==> config.mk <==
export PLATFORM = sky130hd
export DESIGN_NAME = gpio_bank_port
export DESIGN_NICKNAME = d
export VERILOG_FILES = /design/src/rtl/gpio_bank_pkg.sv /design/src/rtl/gpio_addr_decode.sv /design/src/rtl/gpio_bank_regs.sv /design/src/rtl/gpio_pad_ctrl.sv /design/src/rtl/gpio_bank_port.sv
export SDC_FILE = /design/constraint.sdc
export NUM_CORES = 1
export LEC_CHECK = 0
export BUFFER_PORTS_ARGS = -buffer_cell sky130_fd_sc_hd__clkbuf_2
export CORE_MARGIN = 5
export CORE_UTILIZATION = 53
export DETAILED_ROUTE_END_ITERATION = 6
export GPL_TIMING_DRIVEN = 0
export MAX_ROUTING_LAYER = met4
export PLACE_DENSITY = 0.88
export SLEW_MARGIN = 20
export SYNTH_ARGS = -nofsm -noshare
export SYNTH_HDL_FRONTEND = slang
export SYNTH_SLANG_ARGS = --single-unit
==> constraint.sdc <==
create_clock -name clk -period 1.5 [get_ports clk]
set_input_delay 0.3 -clock clk [delete_from_list [all_inputs] [get_ports clk]]
set_output_delay 0.3 -clock clk [all_outputs]
set_load 0.005 [all_outputs]
==> src/rtl/gpio_bank_pkg.sv <==
package gpio_bank_pkg;

  typedef enum logic [2:0] {
    SEL_NONE,
    SEL_DIR,
    SEL_DATA,
    SEL_INV,
    SEL_EN,
    SEL_MODE
  } gpio_reg_sel_e;

  // Mask of implemented pin bits in a byte register.
  function automatic logic [7:0] impl_mask(input int npins);
    logic [7:0] m;
    for (int i = 0; i < 8; i++) m[i] = (i < npins);
    return m;
  endfunction

  // A single control bit placed at its position in a byte.
  function automatic logic [7:0] place_bit(input logic b, input int pos);
    logic [7:0] v;
    v = '0;
    v[pos] = b;
    return v;
  endfunction

  // Pad level seen by the outside for a latched bit.
  function automatic logic pin_level(input logic data_b, input logic inv_b);
    return data_b ^ inv_b;
  endfunction

  // Output enable of one pin.
  function automatic logic pin_drive(input logic en, input logic dir_b,
                                     input logic push_pull, input logic level);
    return en & ~dir_b & (push_pull | ~level);
  endfunction

  // Data register read view: inputs show adjusted pin, outputs show latch.
  function automatic logic [7:0] data_view(input logic [7:0] dir,
                                           input logic [7:0] data,
                                           input logic [7:0] inv,
                                           input logic [7:0] pins);
    return (dir & (pins ^ inv)) | (~dir & data);
  endfunction

endpackage

==> src/rtl/gpio_addr_decode.sv <==
module gpio_addr_decode
  import gpio_bank_pkg::*;
#(
  parameter int          PORT_SLOT = 0,
  parameter logic [7:0]  EN_ADDR   = 8'h30,
  parameter logic [7:0]  MODE_ADDR = 8'h29
) (
  input  logic [7:0]    addr,
  output gpio_reg_sel_e sel
);

  localparam logic [7:0] GROUP_BASE = 8'(8'hE0 + 4 * PORT_SLOT);
  localparam logic [7:0] DIR_ADDR   = GROUP_BASE;
  localparam logic [7:0] DATA_ADDR  = 8'(GROUP_BASE + 8'd1);
  localparam logic [7:0] INV_ADDR   = 8'(GROUP_BASE + 8'd2);

  always_comb begin
    if (addr == DIR_ADDR)       sel = SEL_DIR;
    else if (addr == DATA_ADDR) sel = SEL_DATA;
    else if (addr == INV_ADDR)  sel = SEL_INV;
    else if (addr == EN_ADDR)   sel = SEL_EN;
    else if (addr == MODE_ADDR) sel = SEL_MODE;
    else                        sel = SEL_NONE;
  end

endmodule

==> src/rtl/gpio_bank_regs.sv <==
module gpio_bank_regs
  import gpio_bank_pkg::*;
#(
  parameter int NPINS    = 8,
  parameter int EN_BIT   = 0,
  parameter int MODE_BIT = 3
) (
  input  logic          clk,
  input  logic          rst_n,
  input  gpio_reg_sel_e sel,
  input  logic          wr_en,
  input  logic          rd_en,
  input  logic [7:0]    wdata,
  input  logic [7:0]    pin_lvl,
  output logic [7:0]    dir_q,
  output logic [7:0]    data_q,
  output logic [7:0]    inv_q,
  output logic          en_q,
  output logic          mode_q,
  output logic [7:0]    rdata
);

  localparam logic [7:0] IMPL = impl_mask(NPINS);

  logic [7:0] rd_mux;

  always_ff @(posedge clk or negedge rst_n) begin
    if (!rst_n) begin
      dir_q  <= IMPL;
      data_q <= '0;
      inv_q  <= '0;
      en_q   <= 1'b0;
      mode_q <= 1'b0;
    end else if (wr_en) begin
      case (sel)
        SEL_DIR:  dir_q  <= wdata & IMPL;
        SEL_DATA: data_q <= wdata & IMPL;
        SEL_INV:  inv_q  <= wdata & IMPL;
        SEL_EN:   en_q   <= wdata[EN_BIT];
        SEL_MODE: mode_q <= wdata[MODE_BIT];
        default: ;
      endcase
    end
  end

  always_comb begin
    case (sel)
      SEL_DIR:  rd_mux = dir_q;
      SEL_DATA: rd_mux = data_view(dir_q, data_q, inv_q, pin_lvl) & IMPL;
      SEL_INV:  rd_mux = inv_q;
      SEL_EN:   rd_mux = place_bit(en_q, EN_BIT);
      SEL_MODE: rd_mux = place_bit(mode_q, MODE_BIT);
      default:  rd_mux = '0;
    endcase
  end

  always_ff @(posedge clk or negedge rst_n) begin
    if (!rst_n)     rdata <= '0;
    else if (rd_en) rdata <= rd_mux;
  end


  data_write_lands_chk: assert property (@(posedge clk) disable iff (!rst_n)
    (wr_en && sel == SEL_DATA) |=> (data_q == ($past(wdata) & IMPL)));


  unmapped_write_inert_chk: assert property (@(posedge clk) disable iff (!rst_n)
    (wr_en && sel == SEL_NONE) |=> ($stable(dir_q) && $stable(data_q) &&
      $stable(inv_q) && $stable(en_q) && $stable(mode_q)));


  unmapped_read_zero_chk: assert property (@(posedge clk) disable iff (!rst_n)
    (rd_en && sel == SEL_NONE) |=> (rdata == 8'h00));

endmodule

==> src/rtl/gpio_pad_ctrl.sv <==
module gpio_pad_ctrl
  import gpio_bank_pkg::*;
#(
  parameter int NPINS = 8
) (
  input  logic             en,
  input  logic             push_pull,
  input  logic [NPINS-1:0] dir,
  input  logic [NPINS-1:0] data,
  input  logic [NPINS-1:0] inv,
  output logic [NPINS-1:0] oe,
  output logic [NPINS-1:0] out
);

  for (genvar i = 0; i < NPINS; i++) begin : g_pin
    logic level;
    logic drive;
    assign level  = pin_level(data[i], inv[i]);
    assign drive  = pin_drive(en, dir[i], push_pull, level);
    assign oe[i]  = drive;
    assign out[i] = drive & push_pull & level;
  end

endmodule

==> src/rtl/gpio_bank_port.sv <==
module gpio_bank_port
  import gpio_bank_pkg::*;
#(
  parameter int         NPINS     = 8,
  parameter int         PORT_SLOT = 0,
  parameter logic [7:0] EN_ADDR   = 8'h30,
  parameter int         EN_BIT    = 0,
  parameter logic [7:0] MODE_ADDR = 8'h29,
  parameter int         MODE_BIT  = 3
) (
  input  logic             clk,
  input  logic             rst_n,
  input  logic [7:0]       reg_addr,
  input  logic             reg_wr,
  input  logic             reg_rd,
  input  logic [7:0]       reg_wdata,
  output logic [7:0]       reg_rdata,
  input  logic [NPINS-1:0] pin_in,
  output logic [NPINS-1:0] pin_oe,
  output logic [NPINS-1:0] pin_out
);

  localparam logic [7:0] IMPL = impl_mask(NPINS);

  gpio_reg_sel_e sel;
  logic [7:0]    pin_lvl;
  logic [7:0]    dir_q, data_q, inv_q;
  logic          en_q, mode_q;

  for (genvar i = 0; i < 8; i++) begin : g_pin_ext
    if (i < NPINS) begin : g_real
      assign pin_lvl[i] = pin_in[i];
    end else begin : g_absent
      assign pin_lvl[i] = 1'b0;
    end
  end

  gpio_addr_decode #(
    .PORT_SLOT (PORT_SLOT),
    .EN_ADDR   (EN_ADDR),
    .MODE_ADDR (MODE_ADDR)
  ) u_decode (
    .addr (reg_addr),
    .sel  (sel)
  );

  gpio_bank_regs #(
    .NPINS    (NPINS),
    .EN_BIT   (EN_BIT),
    .MODE_BIT (MODE_BIT)
  ) u_regs (
    .clk     (clk),
    .rst_n   (rst_n),
    .sel     (sel),
    .wr_en   (reg_wr),
    .rd_en   (reg_rd),
    .wdata   (reg_wdata),
    .pin_lvl (pin_lvl),
    .dir_q   (dir_q),
    .data_q  (data_q),
    .inv_q   (inv_q),
    .en_q    (en_q),
    .mode_q  (mode_q),
    .rdata   (reg_rdata)
  );

  gpio_pad_ctrl #(
    .NPINS (NPINS)
  ) u_pad (
    .en        (en_q),
    .push_pull (mode_q),
    .dir       (dir_q[NPINS-1:0]),
    .data      (data_q[NPINS-1:0]),
    .inv       (inv_q[NPINS-1:0]),
    .oe        (pin_oe),
    .out       (pin_out)
  );


  disabled_quiet_chk: assert property (@(posedge clk) disable iff (!rst_n)
    !en_q |-> (pin_oe == '0 && pin_out == '0));


  input_never_driven_chk: assert property (@(posedge clk) disable iff (!rst_n)
    (pin_oe & dir_q[NPINS-1:0]) == '0);


  push_pull_drives_all_chk: assert property (@(posedge clk) disable iff (!rst_n)
    (en_q && mode_q) |-> (pin_oe == ~dir_q[NPINS-1:0]));


  open_drain_low_only_chk: assert property (@(posedge clk) disable iff (!rst_n)
    !mode_q |-> (pin_out == '0));


  absent_bits_zero_chk: assert property (@(posedge clk) disable iff (!rst_n)
    ((dir_q | data_q | inv_q) & ~IMPL) == 8'h00);

endmodule

# --- Yosys cells after proc, flatten, opt, wreduce, memory -nomap -nowiden ---
# Index checks and enable logic that the tools add are counted.
word_totals:
  memories: 0
  elab_cells: 96
  output_inout_bits: 24
  register_bits: 34
  input_bits: 28
  ram_bits: 0
  latch_bits: 0
  romBits: 0
classes:
  n_eq_ne: 10
  shifts: 0
  div: 0
  n_mul: 0
  muxes: 6
  n_reduce_logical: 5
  add_sub_neg: 0
  bitwise: 69
  order_cmp: 0
ops:
  columns: ["operator", "count"]
  rows:
  - ["case mux 8 bit (5 select lines)", 1]
  - ["bitwise AND 1 bit", 32]
  - ["== test 8 bit, second input constant", 3]
  - ["bitwise AND 8 bit", 2]
  - ["== test 8 x 6 -> 1 bit, second input constant", 2]
  - ["inverter 1 bit", 16]
  - ["2-to-1 mux 3 bit", 5]
  - ["AND reduction 2 bit", 5]
  - ["inverter 8 bit", 1]
  - ["OR 1 bit", 8]
  - ["OR 8 bit", 1]
  - ["bitwise XOR 1 bit", 8]
  - ["bitwise XOR 8 bit", 1]
  - ["== test 3 x 2 -> 1 bit, second input constant", 2]
  - ["== test 3 bit, second input constant", 2]
  - ["== test 3 x 1 -> 1 bit, second input constant", 1]

# --- Logic depth before layout (Yosys ltp) ---
# Gate-level depths: netlist (run 1).
depth:
  ltp_word: 8
  ltp_mapped: 6
  ltp_nobuf: 4

# --- Cells and area by module ---
# A second synthesis (run 1) with hierarchy kept.
hier_totals:
  cells_unflattened: 189
  area_unflattened_um2: 2074.5
modules_own_cells:
  columns: ["mod", "cells_each", "seq_area_each_um2", "area_each_um2", "n_inst"]
  rows:
  - ["gpio_bank_regs", 134, 860.8, 1661.6, 1]
  - ["gpio_pad_ctrl", 42, 0.0, 335.3, 1]
  - ["gpio_addr_decode", 13, 0.0, 77.6, 1]

# --- Least setup slack after synthesis (run 1) ---
# OpenSTA, ideal clock, no wires.
synth_path:
  kind: "in2reg"
  from: "in reg_addr[0]"
  to: "reg u_regs.en_q"
  slack_ps: -119
  path_stages: 4
  t_arrival_ps: 1494
  required_ps: 1375
  path_buffers: 0
  setup_time_ps: 125
  cell_sequence: "or4_4 > nor4_4 > nand2_1 > mux2_4"
synth_between:
  elab_chain_len: 8
  word_cells_on_any_way: 12
  classes_between: "6 x eq/ne; 5 x mux; 1 x reduce/logical"
synth_rtl:
  columns: ["item", "line_no", "rtl"]
  rows:
  - ["start, declared", "gpio_bank_port.sv:13", "input logic [7:0] reg_addr,"]
  - ["== test 8 x 6 -> 1 bit", "gpio_addr_decode.sv:22", "else if (addr == MODE_ADDR) sel = SEL_MODE;"]
  - ["2-to-1 mux 3 bit", "gpio_addr_decode.sv:22", null]
  - ["2-to-1 mux 3 bit", "gpio_addr_decode.sv:21", "else if (addr == EN_ADDR) sel = SEL_EN;"]
  - ["2-to-1 mux 3 bit", "gpio_addr_decode.sv:20", "else if (addr == INV_ADDR) sel = SEL_INV;"]
  - ["2-to-1 mux 3 bit", "gpio_addr_decode.sv:19", "else if (addr == DATA_ADDR) sel = SEL_DATA;"]
  - ["2-to-1 mux 3 bit (*)", "gpio_addr_decode.sv:18", "if (addr == DIR_ADDR) sel = SEL_DIR;"]
  - ["== test 3 bit (*)", "gpio_bank_regs.sv:35", "case (sel)"]
  - ["AND reduction 2 bit (no source line) (*)", null, null]
  - ["end signal, assigned", "gpio_bank_regs.sv:39", "SEL_EN: en_q <= wdata[EN_BIT];"]
  - ["end, declared", "gpio_bank_regs.sv:18", "output logic en_q,"]
# Every way passes the cells marked *; elsewhere a longest branch is shown, timed or not.
# A chain may end at the register's enable or synchronous reset.

# --- Worst setup path after layout (run 1) ---
layout_path:
  from: "reg u_regs.inv_q[6]"
  to: "out pin_oe[6]"
layout_between:
  elab_chain_len: 4
layout_rtl:
  columns: ["item", "line_no", "rtl"]
  rows:
  - ["start, declared", "gpio_bank_regs.sv:17", "output logic [7:0] inv_q,"]
  - ["start signal, assigned", "gpio_bank_regs.sv:38", "SEL_INV: inv_q <= wdata & IMPL;"]
  - ["bitwise XOR 1 bit", "gpio_bank_pkg.sv:29", "return data_b ^ inv_b;"]
  - ["inverter 1 bit", "gpio_bank_pkg.sv:35", "return en & ~dir_b & (push_pull | ~level);"]
  - ["OR 1 bit", "gpio_bank_pkg.sv:35", null]
  - ["bitwise AND 1 bit", "gpio_bank_pkg.sv:35", null]
  - ["end, declared", "gpio_bank_port.sv:19", "output logic [NPINS-1:0] pin_oe,"]
# No other way between the ends.

==> run_results.csv, run 1 <==
group,metric,value,unit
route,wire_per_inst,18.9,um
clock_tree,numCtsBuffers,5,
route,drtIter0Drc,109,
placed_design,dp_worst_setup_slack,-0.404,ns
timing,period_share,1.06,
outcome,status,"finished, violations left",
timing,fin_skew,0.00307,ns
synthesis,synth_cell_types,44,
timing,setup_viol,16,
worst_setup_path,critPathCaptureType,"primary output",
synthesis,ys_async_sr_fraction,1.00,
synthesis,yosysTopAreaCell,"dfrtp_1",
pwr,switching_share,0.274,
route,wl,6.11,mm
worst_setup_path,r2r_slack,0.02,ns
pwr,power.density,707,nW/um^2
placed_design,place_hpwl,3.69,mm
worst_setup_path,cp_slowest_cell,"dfrtp_1",
synthesis,synthTopCellsByCount,"26 x dfrtp_1, 19 x mux2_2, 17 x nor2_1, 14 x nand2_1, 9 x buf_4",
placed_design,postPlaceCellArea,2430,sq um
route,drc,0,
synthesis,ys_seq_area_frac,0.411,
placed_design,routabilityCongestion,0.879,
outcome,violations,"negative setup slack",
synthesis,synth_nets,221,
synthesis,yosysMostFrequentCell,"dfrtp_1",
worst_setup_path,cp.arrival,1.29,ns
route,dr.pass1.iters,4,
pwr,power_switching,0.569,mW
clock_tree,cts.sinks,34,
floorplanning,design.die.area,5310,sq um
timing,drv_slew,0,
timing,relSlewSlack,0.417,
floorplanning,rows,22,
timing,fmax,627,MHz
floorplanning,io-pin-count,52,
synthesis,synthFlopType,"dfrtp_1",
synthesis,ys_top_cells_by_area,"dfrtp_1 31%, mux2_2 10%, dfstp_2 10%, mux2_4 5.0%, xnor2_1 3.3%",
layout,antennaDiodeCount,0,
synthesis,synth_enable_flop_cells,0,
clock_tree,clk_pin_slew,0.06,ns
worst_setup_path,crit_fanout,2,
clock_tree,root_buffer,"clkbuf_8",
layout,drive_gt1_frac,0.618,
synthesis,netlist_instances,193,
clock_tree,hold_buffers,0,
worst_setup_path,r2r-start,"u_regs.inv_q[6]",
clock_tree,clk_path_buf_depth,2,
grt,grt_pass1_wl,9.17,mm
synthesis,syn_area,2090,sq um
synthesis,synth_top_area_frac,0.311,
clock_tree,insertion_delay,0.29,ns
grt,first_global_vias,1877,
timing,max_slew.worst_pin.slew,0.874,ns
worst_setup_path,cpPeakStageDelay,0.43,ns
worst_setup_path,r2r_cells,5,
min_path,hold_class,"input port to async pin",
layout,design_area,2940,sq um
grt,antenna_found_initial,0,
timing,finalHoldViolCount,0,
layout,layout.nets,303,
grt,grt_usage,0.236,
floorplanning,start_util,0.559,
timing,period_needed,1.59,ns
route,avgViaCountPerCell,5.96,
timing,setup_ws,-0.0943,ns
clock_tree,ctsHtreeMaxLevel,2,
floorplanning,core,3740,sq um
worst_setup_path,required,1.20,ns
grt,grt_max_degree,35,
floorplanning,die_h,72.9,um
synthesis,ys_ff_latch,34,
layout,final_cells,323,
synthesis,yosys_warnings,0,
route,postRouteAntennaNets,0,
pwr,ir_drop,0.697,mV
worst_setup_path,startpoint_type,"register",
placed_design,dp.cells,291,
pwr,p_comb_frac,0.198,
worst_setup_path,critical_path_class,"register to primary output",
pwr,clock_power_share,0.307,
layout,fillers,238,
layout,syn2layout_area_growth,40.3,%
floorplanning,die_w,72.9,um
timing,rsz0062_at_grt,"yes",
placed_design,portBuffers,50,
timing,fin_tns_setup,-0.672,ns
route,num_vias,1926,
flow_run,drv_cap,0,
grt,globalRouteOverflowTotal,0,
clock_tree,cts_tree,"yes",
pwr,p_int,1.51,mW
worst_setup_path,path_cells,"xnor2_2 > nor2_2 > nor3b_2 > buf_2",
pwr,p_leak,1.39,nW
worst_setup_path,worstReg2RegEnd,"u_regs.rdata[6]",
pwr,sequentialPowerShare,0.495,
synthesis,avgSynthCellArea,10.9,sq um
## power groups by stage
stage	Clock [mW]	Sequential [mW]	Combinational, mW
global route	0.694	1.03	0.442
global placement	0	1.04	0.291
finish	0.637	1.03	0.411
floorplan	0	1.03	0.169
detailed placement	0	1.04	0.300
CTS	0.650	1.02	0.361
## layout by cell type, fill, tap and decap left out, types with 3 or more instances in the layout
| cell | instances |
|---|---|
| mux2_4 | 7 |
| nor2_2 | 3 |
| clkbuf_8 | 6 |
| nor3b_2 | 7 |
| clkbuf_2 | 39 |
| xnor2_2 | 8 |
| nand2_1 | 13 |
| clkbuf_1 | 3 |
| dfstp_2 | 8 |
| nand4b_1 | 6 |
| dfrtp_1 | 24 |
| xor2_1 | 6 |
| nor2_1 | 14 |
| nor4bb_1 | 3 |
| nor3_2 | 6 |
| buf_4 | 30 |
| a41oi_1 | 6 |
| a32o_1 | 5 |
| buf_6 | 3 |
| mux2_2 | 19 |
| buf_2 | 13 |
## repair_timing
action	4_1_cts	5_1_grt
endpoints found under the setup margin	31	38
buffers inserted	20	13
pin swaps	24	32
gates cloned	1	0
gates resized for setup	23	38
## critical path: cells and delay by family, from the launching register on
| family | cells | cell delay [ns] |
|---|---|---|
| flip-flops | 1 | 0.43 |
| XOR/XNOR | 1 | 0.24 |
| AND/OR/NAND/NOR | 2 | 0.22 |
| buffers and inverters | 1 | 0.13 |
## worst max path at each step
stage | start | end | slack (ns) | depth (start not counted)
floorplan | reg_addr[0] | u_regs.en_q | -0.12 | 4
global placement | u_regs.en_q | pin_out[2] | -0.38 | 4
detailed placement | reg_addr[0] | u_regs.inv_q[7] | -0.40 | 6
CTS | u_regs.data_q[5] | pin_oe[5] | -0.11 | 4
global route | u_regs.inv_q[7] | pin_oe[7] | -0.15 | 4
finish | u_regs.inv_q[6] | pin_oe[6] | -0.09 | 4
## sequential cells by signal, indices dropped and copies added (netlist names)
register,flops
u_regs.rdata,8
u_regs.inv_q,8
u_regs.mode_q,1
u_regs.dir_q,8
u_regs.data_q,8
u_regs.en_q,1
## per-stage QoR
stage / util / power [mW] / hold slack, ns
floorplan: - / 1.20 / 0.00441
finish: 0.785 / 2.08 / 0.121
CTS: 0.724 / 2.03 / 0.129
global placement: 0.649 / 1.33 / 0.439
global route: 0.785 / 2.17 / 0.176
detailed placement: 0.649 / 1.34 / 0.437
## cell type report
cell class / count / area [sq um] / area share
multi-input combinational: 141 / 1340 / 0.457
sequential: 34 / 863 / 0.294
timing repair buffer: 84 / 526 / 0.179
clock buffer: 7 / 76.3 / 0.0260
buffer: 8 / 65.1 / 0.0221
tap: 48 / 60.1 / 0.0204
inverter: 1 / 3.75 / 0.00128
## metal layers
layer / part of all wire / global-route usage / routed length, um
met2: 0.50 / 0.371 / 3050
met5: 0 / - / 0
met4: 0.024 / 0.105 / 148
met3: 0.071 / 0.0579 / 435
met1: 0.40 / 0.287 / 2470
## cells by family after synthesis
family / Yosys count / synth area share
multiplexers: 26 / 0.152
flip-flops: 34 / 0.411
AO/OA/AOI/OAI: 25 / 0.0962
AND/OR/NAND/NOR: 76 / 0.232
XOR/XNOR: 14 / 0.0585
buffers and inverters: 18 / 0.0496
(Power assumes the default switching activity.)
==> run 2: changes to the inputs <==
--- a/config.mk
+++ b/config.mk
@@ -12,6 +12,7 @@
 export GPL_TIMING_DRIVEN = 0
 export MAX_ROUTING_LAYER = met4
 export PLACE_DENSITY = 0.88
+export RECOVER_POWER = 100
 export SLEW_MARGIN = 20
 export SYNTH_ARGS = -nofsm -noshare
 export SYNTH_HDL_FRONTEND = slang
==> run_results.csv, run 2 (same netlist as run 1, synthesis figures left out) <==
group,metric,value,unit
layout,fillers,240,
outcome,violations,"negative setup slack",
route,drc,0,
placed_design,dp.cells,291,
route,postRouteAntennaNets,0,
clock_tree,cts_tree,"yes",
layout,seqCellArea,863,sq um
layout,final_cells,323,
grt,first_global_vias,1877,
clock_tree,root_buffer,"clkbuf_8",
pwr,p_comb_frac,0.197,
placed_design,postPlaceCellArea,2430,sq um
timing,drv_slew,0,
placed_design,place_hpwl,3.69,mm
grt,grt_max_degree,35,
pwr,p_int,1.51,mW
grt,grt_usage,0.236,
layout,antennaDiodeCount,0,
floorplanning,core,3740,sq um
pwr,p_leak,1.38,nW
timing,fin_skew,0.00337,ns
floorplanning,rows,22,
clock_tree,ctsHtreeMaxLevel,2,
timing,setup_ws,-0.0961,ns
worst_setup_path,r2r_cells,5,
floorplanning,start_util,0.559,
min_path,hold_class,"input port to async pin",
layout,multiInputGateArea,1340,sq um
worst_setup_path,critical_path_class,"register to primary output",
clock_tree,cts.sinks,34,
worst_setup_path,cp.arrival,1.30,ns
layout,drive_gt1_frac,0.604,
pwr,ir_drop,0.694,mV
clock_tree,numCtsBuffers,5,
worst_setup_path,startpoint_type,"register",
floorplanning,io-pin-count,52,
worst_setup_path,worstReg2RegEnd,"u_regs.rdata[6]",
floorplanning,design.die.area,5310,sq um
worst_setup_path,critPathCaptureType,"primary output",
floorplanning,die_h,72.9,um
route,wire_per_inst,18.9,um
flow_run,drv_cap,0,
route,dr.pass1.iters,4,
worst_setup_path,required,1.20,ns
floorplanning,die_w,72.9,um
timing,period_share,1.06,
worst_setup_path,r2r-start,"u_regs.inv_q[6]",
timing,setup_viol,32,
route,drtIter0Drc,128,
layout,layout.nets,303,
clock_tree,clk_pin_slew,0.07,ns
worst_setup_path,r2r_slack,0.01,ns
timing,max_slew.worst_pin.slew,0.860,ns
placed_design,dp_worst_setup_slack,-0.404,ns
clock_tree,clk_path_buf_depth,2,
timing,fmax,627,MHz
timing,finalHoldViolCount,0,
timing,period_needed,1.60,ns
pwr,power_switching,0.568,mW
grt,globalRouteOverflowTotal,0,
pwr,switching_share,0.274,
pwr,power.density,709,nW/um^2
placed_design,routabilityCongestion,0.879,
placed_design,portBuffers,50,
route,num_vias,1920,
layout,final_common_cell,"clkbuf_2",
worst_setup_path,crit_fanout,2,
clock_tree,insertion_delay,0.29,ns
pwr,sequentialPowerShare,0.496,
timing,relSlewSlack,0.427,
outcome,status,"finished, violations left",
layout,syn2layout_area_growth,39.7,%
grt,antenna_found_initial,0,
layout,design_area,2930,sq um
route,avgViaCountPerCell,5.94,
layout,final_cell_mix,"36 x clkbuf_2, 30 x buf_4, 24 x dfrtp_1, 19 x mux2_2, 15 x nor2_1",
grt,grt_pass1_wl,9.17,mm
timing,rsz0062_at_grt,"yes",
pwr,clock_power_share,0.307,
route,wl,6.09,mm
## run 2: cell counts in the layout (fill, tap and decap cells not counted)
No cell type changed its count.
## run 2: timing repair
action	4_1_cts	5_1_grt
endpoints found under the setup margin	31	38
resized for setup	23	38
buffers inserted	20	13
hold buffers	0	0
gates cloned	1	0
pin swaps	24	32
hold endpoints to repair	0	0
## run 2: power groups by stage
stage          clock network, mW  registers (mW)  logic [mW]
3_3_place_gp                   0            1.04       0.291
4_1_cts                    0.650            1.02       0.361
6_report                   0.637            1.03       0.408
5_1_grt                    0.694            1.03       0.440
2_1_floorplan                  0            1.03       0.169
3_5_place_dp                   0            1.04       0.300
## run 2: cell type report
type                       instances  share of cell area
buffer                             8              0.0222
tap                               48              0.0205
inverter                           1             0.00128
multi-input combinational        141               0.457
timing repair buffer              84               0.178
clock buffer                       7              0.0261
sequential                        34               0.295
## run 2: worst max path at each step
stage	to	slack, ns	start
6_report	pin_oe[6]	-0.1	u_regs.inv_q[6]
5_1_grt	pin_oe[7]	-0.15	u_regs.inv_q[7]
4_1_cts	pin_oe[5]	-0.11	u_regs.data_q[5]
3_5_place_dp	u_regs.inv_q[7]	-0.40	reg_addr[0]
3_3_place_gp	pin_out[2]	-0.38	u_regs.en_q
2_1_floorplan	u_regs.en_q	-0.12	reg_addr[0]
## run 2: critical path, stage by stage (launching register included)
cell and delay, ns:
dfrtp_1 0.43, xnor2_2 0.24, nor2_2 0.07, nor3b_2 0.15
buf_2 0.13
## run 2: routing by layer
layer | track usage | vias up | wire length, um
met4 | 0.105 | 0 | 151
met5 | - | - | 0
met1 | 0.287 | 953 | 2520
met2 | 0.371 | 74 | 3020
li1 | - | 873 | -
met3 | 0.0579 | 20 | 395
## run 2: per-stage QoR
stage / hold WS [ns] / setup TNS, ns / power, mW / utilization
global route: 0.176 / -3.29 / 2.17 / 0.782
detailed placement: 0.437 / -12.60 / 1.34 / 0.649
CTS: 0.129 / -1.15 / 2.03 / 0.724
global placement: 0.439 / -11.84 / 1.33 / 0.649
finish: 0.113 / -1.31 / 2.07 / 0.782
floorplan: 0.00441 / -0.251 / 1.20 / -
==> run 3: changes to the inputs <==
--- a/config.mk
+++ b/config.mk
@@ -7,11 +7,11 @@
 export LEC_CHECK = 0
 export BUFFER_PORTS_ARGS = -buffer_cell sky130_fd_sc_hd__clkbuf_2
 export CORE_MARGIN = 5
-export CORE_UTILIZATION = 53
+export CORE_UTILIZATION = 57
 export DETAILED_ROUTE_END_ITERATION = 6
 export GPL_TIMING_DRIVEN = 0
 export MAX_ROUTING_LAYER = met4
-export PLACE_DENSITY = 0.88
+export PLACE_DENSITY = 0.94
 export RECOVER_POWER = 100
 export SLEW_MARGIN = 20
 export SYNTH_ARGS = -nofsm -noshare
==> constraint.sdc (replaced) <==
create_clock -name clk -period 2 [get_ports clk]
set_input_delay 0.4 -clock clk [delete_from_list [all_inputs] [get_ports clk]]
set_output_delay 0.4 -clock clk [all_outputs]
set_load 0.005 [all_outputs]
==> run_results.csv, run 3 (same netlist as run 1, synthesis figures left out) <==
group,metric,value,unit
route,num_vias,1727,
timing,drv_slew,0,
grt,grt_use_met2,0.336,
timing,fmax,525,MHz
layout,syn2layout_area_growth,17.5,%
route,drtIter0Drc,100,
timing,period_share,0.952,
worst_setup_path,path_cells,"clkbuf_1 > or4_4 > nor2_2 > nand2_4 > mux2_1",
timing,finalHoldViolCount,0,
clock_tree,cts.sinks,34,
floorplanning,die_w,70.6,um
grt,grt_max_degree,35,
grt,first_global_vias,1635,
timing,fin_skew,0.0109,ns
worst_setup_path,cp_slowest_cell,"or4_4",
clock_tree,root_buffer,"clkbuf_8",
worst_setup_path,crit_fanout,8,
worst_setup_path,critPathCaptureType,"register",
route,avgViaCountPerCell,5.80,
min_path,hold_class,"input port to async pin",
timing,setup_ws,0.0952,ns
flow_run,drv_cap,0,
pwr,power_switching,0.398,mW
layout,drive_gt1_frac,0.380,
worst_setup_path,crit_start,"reg_addr[0]",
worst_setup_path,required,2.20,ns
grt,globalRouteOverflowTotal,0,
floorplanning,core,3610,sq um
grt,use_met3,0.0568,
route,dr.pass1.iters,4,
route,wl,4.99,mm
timing,holdWs,0.198,ns
worst_setup_path,cp.arrival,2.11,ns
floorplanning,io-pin-count,52,
worst_setup_path,worst-path-buf-inv,1,
layout,layout.nets,277,
pwr,p_comb_frac,0.129,
layout,antennaDiodeCount,0,
pwr,clock_power_share,0.390,
outcome,status,"complete, no violations",
grt,grt_usage,0.218,
worst_setup_path,cpPeakStageDelay,0.60,ns
clock_tree,postCtsSetupRepairBufs,0,
clock_tree,ctsHtreeMaxLevel,2,
pwr,power.density,651,nW/um^2
grt,antenna_found_initial,0,
floorplanning,start_util,0.581,
timing,period_needed,1.90,ns
clock_tree,insertion_delay,0.29,ns
pwr,p_int,1.20,mW
placed_design,place_hpwl,3.47,mm
floorplanning,design.die.area,4990,sq um
placed_design,routabilityCongestion,0.868,
timing,max_slew.worst_pin.slew,0.835,ns
route,wire_per_inst,16.7,um
clock_tree,clk_path_buf_depth,2,
timing,relSlewSlack,0.443,
pwr,sequentialPowerShare,0.481,
clock_tree,numCtsBuffers,5,
worst_setup_path,r2r-start,"u_regs.dir_q[0]",
pwr,p_leak,1.12,nW
grt,busiest_layer,"met2",
clock_tree,cts_tree,"yes",
worst_setup_path,startpoint_type,"input port",
route,drc,0,
grt,grt_pass1_wl,8.20,mm
layout,final_cell_mix,"42 x clkbuf_2, 25 x dfrtp_1, 19 x mux2_2, 18 x nor2_1, 15 x clkbuf_1",
timing,setup_viol,0,
floorplanning,rows,22,
worst_setup_path,path_delay_family,"simple AND/OR/NAND/NOR gates",
grt,grt_use_met1,0.277,
layout,final_common_cell,"clkbuf_2",
pwr,ir_drop,0.537,mV
floorplanning,die_h,70.6,um
pwr,power,1.60,mW
pwr,switching_share,0.248,
worst_setup_path,critical_path_class,"input port to register",
clock_tree,clk_pin_slew,0.07,ns
placed_design,dp_worst_setup_slack,-0.0166,ns
route,postRouteAntennaNets,0,
timing,rsz0062_at_grt,"no",
placed_design,portBuffers,50,
==> run 3: changes by cell type in the layout (fill, tap and decap cells not counted), moves of 7 or more <==
cell,previous run,this run
nor3_1,0,8
nor3b_1,1,8
xnor2_2,8,0
clkbuf_1,6,15
buf_4,30,9
buf_2,13,1
nor3b_2,7,0
xnor2_1,0,8
==> run 3: repair_timing <==
action | 4_1_cts | 5_1_grt
gates resized for setup | 2 | 1
setup endpoints to repair | 13 | 4
hold buffers | 0 | 0
==> run 3: power by group through the flow <==
| stage | registers [mW] | clock network [mW] | logic (mW) |
|---|---|---|---|
| finish | 0.771 | 0.624 | 0.207 |
| global route | 0.775 | 0.666 | 0.230 |
| CTS | 0.770 | 0.630 | 0.217 |
| detailed placement | 0.779 | 0 | 0.219 |
| global placement | 0.777 | 0 | 0.214 |
| floorplan | 0.771 | 0 | 0.124 |
==> run 3: area by class of cell <==
cell class	count	area, sq um
Sequential cell	34	862
Buffer	16	96.3
Clock inverter	1	30.0
Timing Repair Buffer	50	239
Multi-Input combinational cell	141	1090
Inverter	1	3.75
Clock buffer	7	76.3
Tap cell	48	60.1
Fill cell	296	1140
==> run 3: path summary, 6_finish.rpt <==
check	to	slack, ns	depth (start not counted)
setup / recovery	u_regs.dir_q[6]	0.1	5
hold / removal	u_regs.data_q[1]	0.20	1
setup reg to reg	u_regs.rdata[0]	0.54	4
hold reg to reg	u_regs.rdata[0]	0.55	2
max in group asynchronous	u_regs.en_q	1.22	1
min in group clk	u_regs.dir_q[2]	0.35	2
==> run 3: worst register-to-register path, delay by kind of cell (launching register included) <==
kind | cells | cell delay (ns)
AO/OA/AOI/OAI | 2 | 0.22
AND/OR/NAND/NOR | 2 | 0.58
flip-flops | 1 | 0.58
==> run 3: per-stage QoR <==
stage               utilization  cells  setup TNS (ns)  instance area (sq um)
detailed placement        0.667    291         -0.0543                   2400
floorplan                     -    193               0                   2090
global route              0.683    298               0                   2460
CTS                       0.696    298               0                   2510
global placement          0.667    291         -0.0639                   2400
finish                    0.683    298               0                   2460
==> run 3: per-layer routing <==
| metal | part of all wire | up-vias |
|---|---|---|
| li1 | - | 824 |
| met3 | 0.074 | 12 |
| met4 | 0.022 | 0 |
| met1 | 0.43 | 814 |
| met5 | 0 | - |
| met2 | 0.47 | 77 |
